`config.mk`:
```
export PLATFORM = sky130hd
export DESIGN_NAME = memtype_range_regs
export DESIGN_NICKNAME = d
export VERILOG_FILES = /design/src/rtl/memtype_pkg.sv /design/src/rtl/mtr_wr_check.sv /design/src/rtl/mtr_rd_fmt.sv /design/src/rtl/memtype_range_regs.sv
export SDC_FILE = /design/constraint.sdc
export NUM_CORES = 2
export LEC_CHECK = 0
export BUFFER_PORTS_ARGS = -buffer_cell sky130_fd_sc_hd__buf_2
export CORE_AREA = 5 5 757 759
export DETAILED_ROUTE_END_ITERATION = 10
export DIE_AREA = 0 0 762 764
export GPL_TIMING_DRIVEN = 0
export PLACE_DENSITY = 0.31
export REMOVE_ABC_BUFFERS = 1
export SYNTH_ARGS = -nofsm -noshare
export SYNTH_HDL_FRONTEND = slang
export SYNTH_SLANG_ARGS = --single-unit
```
`constraint.sdc`:
```
create_clock -name clk -period 7.6 [get_ports clk]
set_input_delay 0.38 -clock clk [delete_from_list [all_inputs] [get_ports clk]]
set_output_delay 0.38 -clock clk [all_outputs]
set_load 0.1 [all_outputs]
```
`src/rtl/memtype_pkg.sv`:
```
package memtype_pkg;

    typedef enum logic [2:0] {
        RK_NONE,
        RK_VBASE,
        RK_VMASK,
        RK_FIXED,
        RK_DEFTYPE,
        RK_PAT,
        RK_CAP
    } reg_kind_e;

    typedef struct packed {
        reg_kind_e  kind;
        logic [3:0] idx;
    } reg_sel_t;

    localparam int unsigned FIXED_REGS  = 11;
    localparam int unsigned WORD_W      = 64;
    localparam logic [31:0] NUM_VAR0    = 32'h0000_0200;
    localparam logic [31:0] NUM_FIX64   = 32'h0000_0250;
    localparam logic [31:0] NUM_FIX16   = 32'h0000_0258;
    localparam logic [31:0] NUM_FIX4    = 32'h0000_0268;
    localparam logic [31:0] NUM_DEFTYPE = 32'h0000_02FF;
    localparam logic [31:0] NUM_PAT     = 32'h0000_0277;
    localparam logic [31:0] NUM_CAP     = 32'h0000_00FE;

    // Map a register number to its kind and slot. NUM_VAR must be 1..16.
    function automatic reg_sel_t decode_num(logic [31:0] num, int unsigned nvar);
        reg_sel_t   s;
        logic [31:0] off;
        s.kind = RK_NONE;
        s.idx  = 4'd0;
        off    = num - NUM_VAR0;
        if (num >= NUM_VAR0 && off < 32'(2 * nvar)) begin
            s.kind = off[0] ? RK_VMASK : RK_VBASE;
            s.idx  = off[4:1];
        end else if (num == NUM_FIX64) begin
            s.kind = RK_FIXED;
            s.idx  = 4'd0;
        end else if (num[31:1] == NUM_FIX16[31:1]) begin
            s.kind = RK_FIXED;
            s.idx  = 4'd1 + {3'd0, num[0]};
        end else if (num[31:3] == NUM_FIX4[31:3]) begin
            s.kind = RK_FIXED;
            s.idx  = 4'd3 + {1'b0, num[2:0]};
        end else if (num == NUM_DEFTYPE) begin
            s.kind = RK_DEFTYPE;
        end else if (num == NUM_PAT) begin
            s.kind = RK_PAT;
        end else if (num == NUM_CAP) begin
            s.kind = RK_CAP;
        end
        return s;
    endfunction

    function automatic logic legal_range_type(logic [7:0] t);
        return (t[7:3] == 5'd0) && (t[2:0] inside {3'd0, 3'd1, 3'd4, 3'd5, 3'd6});
    endfunction

    function automatic logic legal_pat_type(logic [7:0] t);
        return (t[7:3] == 5'd0) && (t[2:0] != 3'd2) && (t[2:0] != 3'd3);
    endfunction

endpackage

```
`src/rtl/mtr_wr_check.sv`:
```
module mtr_wr_check
    import memtype_pkg::*;
#(
    parameter int unsigned PA_W = 36
) (
    input  reg_kind_e   kind,
    input  logic [63:0] wdata,
    output logic        ok,
    output logic        gp
);
    localparam logic [63:0] HI_MASK    = ~((64'd1 << PA_W) - 64'd1);
    localparam logic [63:0] BASE_RSVD  = HI_MASK | 64'h0000_0000_0000_0F00;
    localparam logic [63:0] MASK_RSVD  = HI_MASK | 64'h0000_0000_0000_07FF;
    localparam logic [63:0] DEF_LEGAL  = 64'h0000_0000_0000_0CFF;

    logic [7:0] byte_range_ok;
    logic [7:0] byte_pat_ok;

    for (genvar b = 0; b < 8; b++) begin : g_byte
        assign byte_range_ok[b] = legal_range_type(wdata[8*b +: 8]);
        assign byte_pat_ok[b]   = legal_pat_type(wdata[8*b +: 8]);
    end

    logic base_rsvd_hit;
    logic mask_rsvd_hit;
    logic def_rsvd_hit;

    assign base_rsvd_hit = |(wdata & BASE_RSVD);
    assign mask_rsvd_hit = |(wdata & MASK_RSVD);
    assign def_rsvd_hit  = |(wdata & ~DEF_LEGAL);

    always_comb begin
        ok = 1'b0;
        gp = 1'b0;
        unique case (kind)
            RK_VBASE: begin
                gp = base_rsvd_hit;
                ok = !base_rsvd_hit && byte_range_ok[0];
            end
            RK_VMASK: begin
                gp = mask_rsvd_hit;
                ok = !mask_rsvd_hit;
            end
            RK_FIXED:   ok = &byte_range_ok;
            RK_DEFTYPE: ok = !def_rsvd_hit && byte_range_ok[0];
            RK_PAT:     ok = &byte_pat_ok;
            default: begin
                ok = 1'b0;
                gp = 1'b0;
            end
        endcase
    end

endmodule

```
`src/rtl/mtr_rd_fmt.sv`:
```
module mtr_rd_fmt
    import memtype_pkg::*;
#(
    parameter int unsigned NUM_VAR = 8,
    parameter int unsigned PA_W    = 36
) (
    input  reg_sel_t                             sel,
    input  logic [NUM_VAR-1:0][63:0]             vbase,
    input  logic [NUM_VAR-1:0][63:0]             vmask,
    input  logic [FIXED_REGS-1:0][63:0]          fixed,
    input  logic [63:0]                          deftype,
    input  logic [63:0]                          pat,
    output logic [63:0]                          data,
    output logic                                 hit
);
    localparam int unsigned VI_W    = (NUM_VAR > 1) ? $clog2(NUM_VAR) : 1;
    localparam logic [63:0] LO_MASK = (64'd1 << PA_W) - 64'd1;
    localparam logic [63:0] CAP_WORD = 64'h500 | 64'(NUM_VAR);

    logic [VI_W-1:0] vi;
    assign vi = sel.idx[VI_W-1:0];

    always_comb begin
        data = 64'd0;
        hit  = 1'b1;
        unique case (sel.kind)
            RK_VBASE:   data = vbase[vi] & LO_MASK;
            RK_VMASK:   data = vmask[vi] & LO_MASK;
            RK_FIXED:   data = fixed[sel.idx];
            RK_DEFTYPE: data = deftype;
            RK_PAT:     data = pat;
            RK_CAP:     data = CAP_WORD;
            default: begin
                data = 64'd0;
                hit  = 1'b0;
            end
        endcase
    end

endmodule

```
`src/rtl/memtype_range_regs.sv`:
```
module memtype_range_regs
    import memtype_pkg::*;
#(
    parameter int unsigned NUM_VAR = 8,
    parameter int unsigned PA_W    = 36
) (
    input  logic                        clk,
    input  logic                        rst_n,
    input  logic                        wr_en,
    input  logic [31:0]                 wr_num,
    input  logic [63:0]                 wr_data,
    input  logic                        rd_en,
    input  logic [31:0]                 rd_num,
    output logic                        wr_ack,
    output logic                        wr_fault,
    output logic                        wr_gp,
    output logic                        rd_valid,
    output logic                        rd_fault,
    output logic [63:0]                 rd_data,
    output logic [64*NUM_VAR-1:0]       var_base_o,
    output logic [64*NUM_VAR-1:0]       var_mask_o,
    output logic [NUM_VAR-1:0]          var_valid_o,
    output logic [64*FIXED_REGS-1:0]    fixed_o,
    output logic                        glob_en_o,
    output logic                        fix_en_o,
    output logic [7:0]                  def_type_o
);
    localparam int unsigned VI_W    = (NUM_VAR > 1) ? $clog2(NUM_VAR) : 1;
    localparam logic [63:0] HI_MASK = ~((64'd1 << PA_W) - 64'd1);
    localparam int unsigned STORE_W = 64 * (2 * NUM_VAR + FIXED_REGS + 2);

    typedef struct packed {
        logic [NUM_VAR-1:0][63:0]    vbase;
        logic [NUM_VAR-1:0][63:0]    vmask;
        logic [FIXED_REGS-1:0][63:0] fixed;
        logic [63:0]                 deftype;
        logic [63:0]                 pat;
        logic                        wr_ack;
        logic                        wr_fault;
        logic                        wr_gp;
        logic                        rd_valid;
        logic                        rd_fault;
        logic [63:0]                 rd_data;
    } regs_t;

    regs_t state_d, state_q;

    reg_sel_t    wsel, rsel;
    logic        wr_ok, wr_gp_c;
    logic [63:0] rd_val;
    logic        rd_hit;

    assign wsel = decode_num(wr_num, NUM_VAR);
    assign rsel = decode_num(rd_num, NUM_VAR);

    mtr_wr_check #(.PA_W(PA_W)) u_wr_check (
        .kind  (wsel.kind),
        .wdata (wr_data),
        .ok    (wr_ok),
        .gp    (wr_gp_c)
    );

    mtr_rd_fmt #(.NUM_VAR(NUM_VAR), .PA_W(PA_W)) u_rd_fmt (
        .sel     (rsel),
        .vbase   (state_q.vbase),
        .vmask   (state_q.vmask),
        .fixed   (state_q.fixed),
        .deftype (state_q.deftype),
        .pat     (state_q.pat),
        .data    (rd_val),
        .hit     (rd_hit)
    );

    logic [VI_W-1:0] wvi;
    assign wvi = wsel.idx[VI_W-1:0];

    always_comb begin
        state_d          = state_q;
        state_d.wr_ack   = wr_en;
        state_d.wr_fault = 1'b0;
        state_d.wr_gp    = 1'b0;
        state_d.rd_valid = rd_en;
        state_d.rd_fault = 1'b0;
        state_d.rd_data  = 64'd0;
        if (rd_en) begin
            state_d.rd_fault = !rd_hit;
            state_d.rd_data  = rd_hit ? rd_val : 64'd0;
        end
        if (wr_en) begin
            state_d.wr_fault = !wr_ok;
            state_d.wr_gp    = wr_gp_c;
            if (wr_ok) begin
                unique case (wsel.kind)
                    RK_VBASE:   state_d.vbase[wvi]       = wr_data;
                    RK_VMASK:   state_d.vmask[wvi]       = wr_data | HI_MASK;
                    RK_FIXED:   state_d.fixed[wsel.idx]  = wr_data;
                    RK_DEFTYPE: state_d.deftype          = wr_data;
                    RK_PAT:     state_d.pat              = wr_data;
                    default:    state_d.pat              = state_q.pat;
                endcase
            end
        end
    end

    always_ff @(posedge clk) begin
        if (!rst_n) begin
            state_q <= '0;
        end else begin
            state_q <= state_d;
        end
    end

    assign wr_ack     = state_q.wr_ack;
    assign wr_fault   = state_q.wr_fault;
    assign wr_gp      = state_q.wr_gp;
    assign rd_valid   = state_q.rd_valid;
    assign rd_fault   = state_q.rd_fault;
    assign rd_data    = state_q.rd_data;
    assign var_base_o = state_q.vbase;
    assign var_mask_o = state_q.vmask;
    assign fixed_o    = state_q.fixed;
    assign glob_en_o  = state_q.deftype[11];
    assign fix_en_o   = state_q.deftype[10];
    assign def_type_o = state_q.deftype[7:0];

    for (genvar i = 0; i < NUM_VAR; i++) begin : g_valid
        assign var_valid_o[i] = state_q.vmask[i][11];

        // a mask that has been accepted carries ones above the address width
        p_mask_high_ones_r6: assert property (@(posedge clk) disable iff (!rst_n)
            state_q.vmask[i][11] |-> (&state_q.vmask[i][63:PA_W]));
    end

    logic [STORE_W-1:0] store_view;
    assign store_view = {state_q.vbase, state_q.vmask, state_q.fixed,
                         state_q.deftype, state_q.pat};

    logic past_live;
    always_ff @(posedge clk) begin
        if (!rst_n) past_live <= 1'b0;
        else        past_live <= 1'b1;
    end

    // every write gets exactly one acknowledge in the following cycle
    p_ack_follows_wr_r2: assert property (@(posedge clk) disable iff (!rst_n)
        past_live |-> (wr_ack == $past(wr_en)));

    // the protection indication never appears without a refusal
    p_gp_needs_fault_r2: assert property (@(posedge clk) disable iff (!rst_n)
        wr_gp |-> (wr_fault && wr_ack));

    // a refused write leaves the stored registers untouched
    p_reject_keeps_state_r3: assert property (@(posedge clk) disable iff (!rst_n)
        (wr_en && !wr_ok) |=> $stable(store_view));

    // every read is answered one cycle later
    p_rd_follows_r11: assert property (@(posedge clk) disable iff (!rst_n)
        past_live |-> (rd_valid == $past(rd_en)));

    // an unknown read number returns zero data
    p_rd_fault_zero_r11: assert property (@(posedge clk) disable iff (!rst_n)
        rd_fault |-> (rd_valid && rd_data == 64'd0));

endmodule

```
Word-level counts from Yosys, hierarchy flattened

Cells that the tools add are included.

Register bits after elaboration: 1,925
Bits in latches: 0
Bits in writable memories: 0
Bits in read-only memories: 0
Input bits: 132
Output and inout port bits: 1,815
Word-level logic and storage cells: 230
Memories kept: 0

$add $sub $neg: 6
Multipliers: 0
Div/mod/pow operators: 0
$lt $le $gt $ge: 10
Equality and inequality tests: 71
Shift-type cells: 0
Mux-type cells: 35
Bitwise logic cells: 0
Reduce and logical (&&, ||, !) cells: 73

Operator list:

| kind                   | number |
|---|---|
| $bwmux 512             | 2 |
| $bwmux 704             | 1 |
| $bmux 64 s3            | 2 |
| $pmux 64 s6            | 1 |
| $bmux 64 s4            | 1 |
| $demux 64 s4           | 1 |
| $demux 64 s3           | 1 |
| $eq 32x10->1 const B   | 6 |
| $mux 64                | 3 |
| $eq 3x3->1 const B     | 29 |
| $mux 36                | 2 |
| $eq 32x8->1 const B    | 2 |
| $ge 32x10->1 const B   | 2 |
| $lt 32x5->1 const B    | 2 |
| $sub 32x10->32 const B | 2 |
| $eq 31x9->1 const B    | 2 |
| $eq 29x7->1 const B    | 2 |
| $reduce_or 54->1       | 1 |
| $ne 3x2->1 const B     | 16 |
| $mux 7                 | 6 |
| $logic_not 5->1        | 8 |
| $reduce_bool 5->1      | 8 |
| $reduce_or 39->1       | 1 |
| $reduce_or 32->1       | 1 |
| other kinds (21)       | 93 |

Logic depth before layout (Yosys ltp)

Depth in word-level cells: 13
Depth in mapped cells: 17
Mapped depth without buffers: 12

Hierarchy

Synthesis repeated with hierarchy kept, for this count alone.

Cells, all modules: 9,968
Area, all modules: 89,154.3 µm²

By module, submodules not included:

| module             | times used | cells an instance | area each (µm²) | sequential area each (µm²) |
|---|---|---|---|---|
| memtype_range_regs | 1          | 8,827             | 77,700.8        | 34,212.8 |
| mtr_rd_fmt         | 1          | 1,080             | 11,063.1        | 0.0 |
| mtr_wr_check       | 1          | 61                | 390.4           | 0.0 |

Worst setup path before layout

Ideal clock, no wire load.

Kind: input to register
Start point: in rd_num[10]
End point: reg state_q, in the netlist rd_data[34]
Setup time: 0.082 ns
Data arrival time: 3.701 ns
Required time: 7.518 ns
Setup slack: 3.817 ns
Stages on the path: 14
Buffers on the path: 3
Cells stage by stage: inv_1 > ha_1 > or4b_2 > nor4_1 > o2111a_1 > nand4_1 > or4_1 > buf_2 > or4_1 > buf_2 > buf_6 > a21oi_1 > o221ai_1 > o2111ai_1

Longest elaborated chain between the ends: 12
Elaborated cells on any way between the ends: 34
Those cells by class: add/sub (1); order compare (2); eq/ne (12); mux (16); reduce/logical (3)

Ends and longest elaborated chain:

| what                                                   | RTL line                  | text |
|---|---|---|
| start: declaration                                     | memtype_range_regs.sv:13  | `input logic [31:0] rd_num,` |
| branches (longest 7 deep; another with $sub 32x10->32) | --                        |  |
| $mux 7 *                                               | memtype_pkg.sv:35         | `if (num >= NUM_VAR0 && off < 32'(2 * nvar)) begin` |
| branches (longest 4 deep; another with $bmux 64 s4)    | --                        |  |
| end signal: assignment                                 | memtype_range_regs.sv:109 | `state_q <= state_d;` |
| end: declaration                                       | memtype_range_regs.sv:46  | `regs_t state_d, state_q;` |

Every way passes the cells marked *. The select of a mux whose other input is x is not followed.
A chain may end at the register's enable or synchronous reset.

Worst setup path in the final report

Start point: in rst_n
End point: reg state_q, in the netlist rd_data[36]

Longest elaborated chain between the ends: 1

Ends and longest elaborated chain:

| what                              | RTL line                | text |
|---|---|---|
| start: declaration                | memtype_range_regs.sv:8 | `input logic rst_n,` |
| $reduce_and 3->1 (no source line) | --                      |  |

No other way between the ends.

==> metrics.cfg <==
[global_route]
antenna_found_initial = 75
grt_pass1_wl_um = 668200
grt_use_total = 0.1714
first_global_vias = 61541
grt_max_degree = 197
overflow = 0

[synthesis]
ys_warn_count = 0
synth_flop_cell = dfxtp_1
synth_common_cells = buf_4, dfxtp_1, and3_1
ys_ff_latch = 1709
syn_inst = 8776
syn_area_mm2 = 0.07770
yosysSeqAreaShare = 0.4403
yosysTopAreaCellShare = 0.4403
synth_most_common_cell = buf_4
async_flop_share = 0
synth_edf_count = 0
avgSynthCellArea_um2 = 8.854
post-synth-top-area-cell = dfxtp_1
yosys-top-cells-area = dfxtp_1, buf_4, and3_1
ys_types = 86

[layout]
final_util = 0.1676
area_growth_pct = 22.17
final_cell_area_mm2 = 0.09493
fill_cells = 63807
final_nets = 8935
drive_above_1_share = 0.3026

[timing]
fmax_mhz = 167.0
final_max_slew_viol_count = 1
layout_min_cycle_time_ps = 5989
worst_slew_pin_slew_ps = 1464
slew_headroom = -0.004062
fin_crit_sh = 0.7880
skew_ps = 96.79
finalHoldViolCount = 0
finalSetupViolations = 0
fin_tns_setup_ps = 0
rsz0062_at_grt = no

[place]
gp_congestion = 0.7931
io_buffers = 1946
dpl_cell_area_mm2 = 0.08641
hpwl_um = 413400

[outcome]
status = complete, but fails checks
violations = max-capacitance violations, max-slew violations

[routing]
num_vias = 63399
via_per_inst = 3.829
wl_met2_um = 243600
wl_um = 525200
highest_layer = met4
ant_nets = 0
wl_met3_um = 46500
firstDrtPassIters = 5
drt_iter0_markers = 5284
drcViolationCount = 0
wl_met1_um = 220700
wl_per_cell_um = 31.72

[setup_path]
crit_fanout = 164
startpoint_type = primary input
end_kind = register
critical_path_class = in2reg
cp.arrival_ps = 6800
r2r-start = fixed_o[23]
required_ps = 8410
critPathLaunch = rst_n

[clocking]
cts_buffer_depth = 4
postCtsResizedCells = 0
clk_pin_slew_ps = 60
clock-root-buffer = clkbuf_16
cts_inserted_buffers = 233
clock_latency_ps = 990
cts_sinks = 1709
post-cts-setup-buffer-count = 0
htree_levels = 4
hold_buffers = 43
cts_tree = done

[worst_hold_path]
hold_start = rd_num[28]
hold_class = in2reg

[floorplan]
num_rows = 277
die_h_um = 764
io_pins = 1947
die_w_um = 762
core_mm2 = 0.5663
start_util = 0.1372
die_area_mm2 = 0.5822

[pwr]
ir_drop_mv = 0.1783
power_density_mw_per_mm2 = 223.4
power.leakage_nw = 44.26

[job]
maxCapViolations = 1

## critical path: stages
cell	delay, ps
dlygate4sd3_1	580
buf_12	360
buf_16	340
buf_16	450
buf_16	320
nand2_1	410
nor3_1	970
and3_4	710
buf_16	280
buf_16	250
nand2_1	100
o221ai_1	370
a221o_1	340
## cells by family after synthesis
logic type	count (synthesis)	synth area share
compound gates	1392	0.1154
xor+xnor	4	0.0004508
fa+ha+maj	12	0.001932
buf+inv	2503	0.2096
flops	1709	0.4403
mux	348	0.04507
simple gates	2808	0.1873
## area by class of cell
class,instances,area [um^2],share of cell area
Sequential cell,1709,34210,0.3604
Multi-Input combinational cell,4564,27830,0.2931
Timing Repair Buffer,2258,15280,0.1609
Tap cell,7533,9425,0.09929
Clock buffer,349,6909,0.07278
Clock inverter,70,1065,0.01122
Antenna cell,48,120.1,0.001265
Inverter,25,93.84,0.0009885
## per-layer routing
layer	global-route usage	vias to the layer above
li1	-	28735
met1	0.2136	31697
met2	0.2838	2522
met3	0.05707	445
met4	0.04136	0
met5	0	-
## where the power goes
group | total [W] | internal, W | leakage [nW] | switching (W)
combinational | 0.000501 | 0.000101 | 26.6 | 0.000400
sequential | 0.00896 | 0.00896 | 13.8 | 0.000000193
clock | 0.0117 | 0.00694 | 3.91 | 0.00480
total | 0.0212 | 0.0160 | 44.3 | 0.00520
## path summary, 6_finish.rpt
path	slack (ps)	to	depth (start not counted)
max	1610	rd_data[36]	13
min	200	rd_fault	4
max reg2reg	4930	rd_data[23]	4
min reg2reg	450	var_base_o[297]	1
## placed cells by master, fill, tap and decap left out, types with 61 or more instances in the layout
| master | instances |
|---|---|
| nor2b_1 | 61 |
| a21oi_1 | 105 |
| nor2_1 | 295 |
| a22oi_1 | 79 |
| a211oi_1 | 90 |
| buf_16 | 83 |
| and2_1 | 138 |
| a221oi_1 | 91 |
| a31oi_1 | 64 |
| a21boi_0 | 99 |
| clkbuf_16 | 235 |
| and3_1 | 857 |
| mux2i_1 | 330 |
| nand2_1 | 631 |
| dfxtp_1 | 1709 |
| buf_2 | 1946 |
| o21ai_0 | 548 |
| buf_12 | 77 |
| nand3_1 | 567 |
## registers in the layout (all words and copies together) (netlist names), 8 cells and up
register and flops:
fixed_o 704, rd_data 64, var_mask_o 296, var_base_o 512
state_q 118, def_type_o 8
## per-stage QoR
step / cells / power (W) / hold WS, ps / setup slack (ps)
after detailed placement: 16046 / 0.009641 / 438.1 / 278.9
after CTS: 16508 / 0.02166 / 34.07 / 1331
after global routing: 16512 / 0.02196 / 105.0 / 1325
after global placement: 15777 / 0.009687 / 436.6 / -58520
after floorplan: 6298 / 0.009249 / 440.8 / -12160
final: 16556 / 0.02121 / 200.2 / 1611
Note: power is estimated with default switching activity, not from simulation.
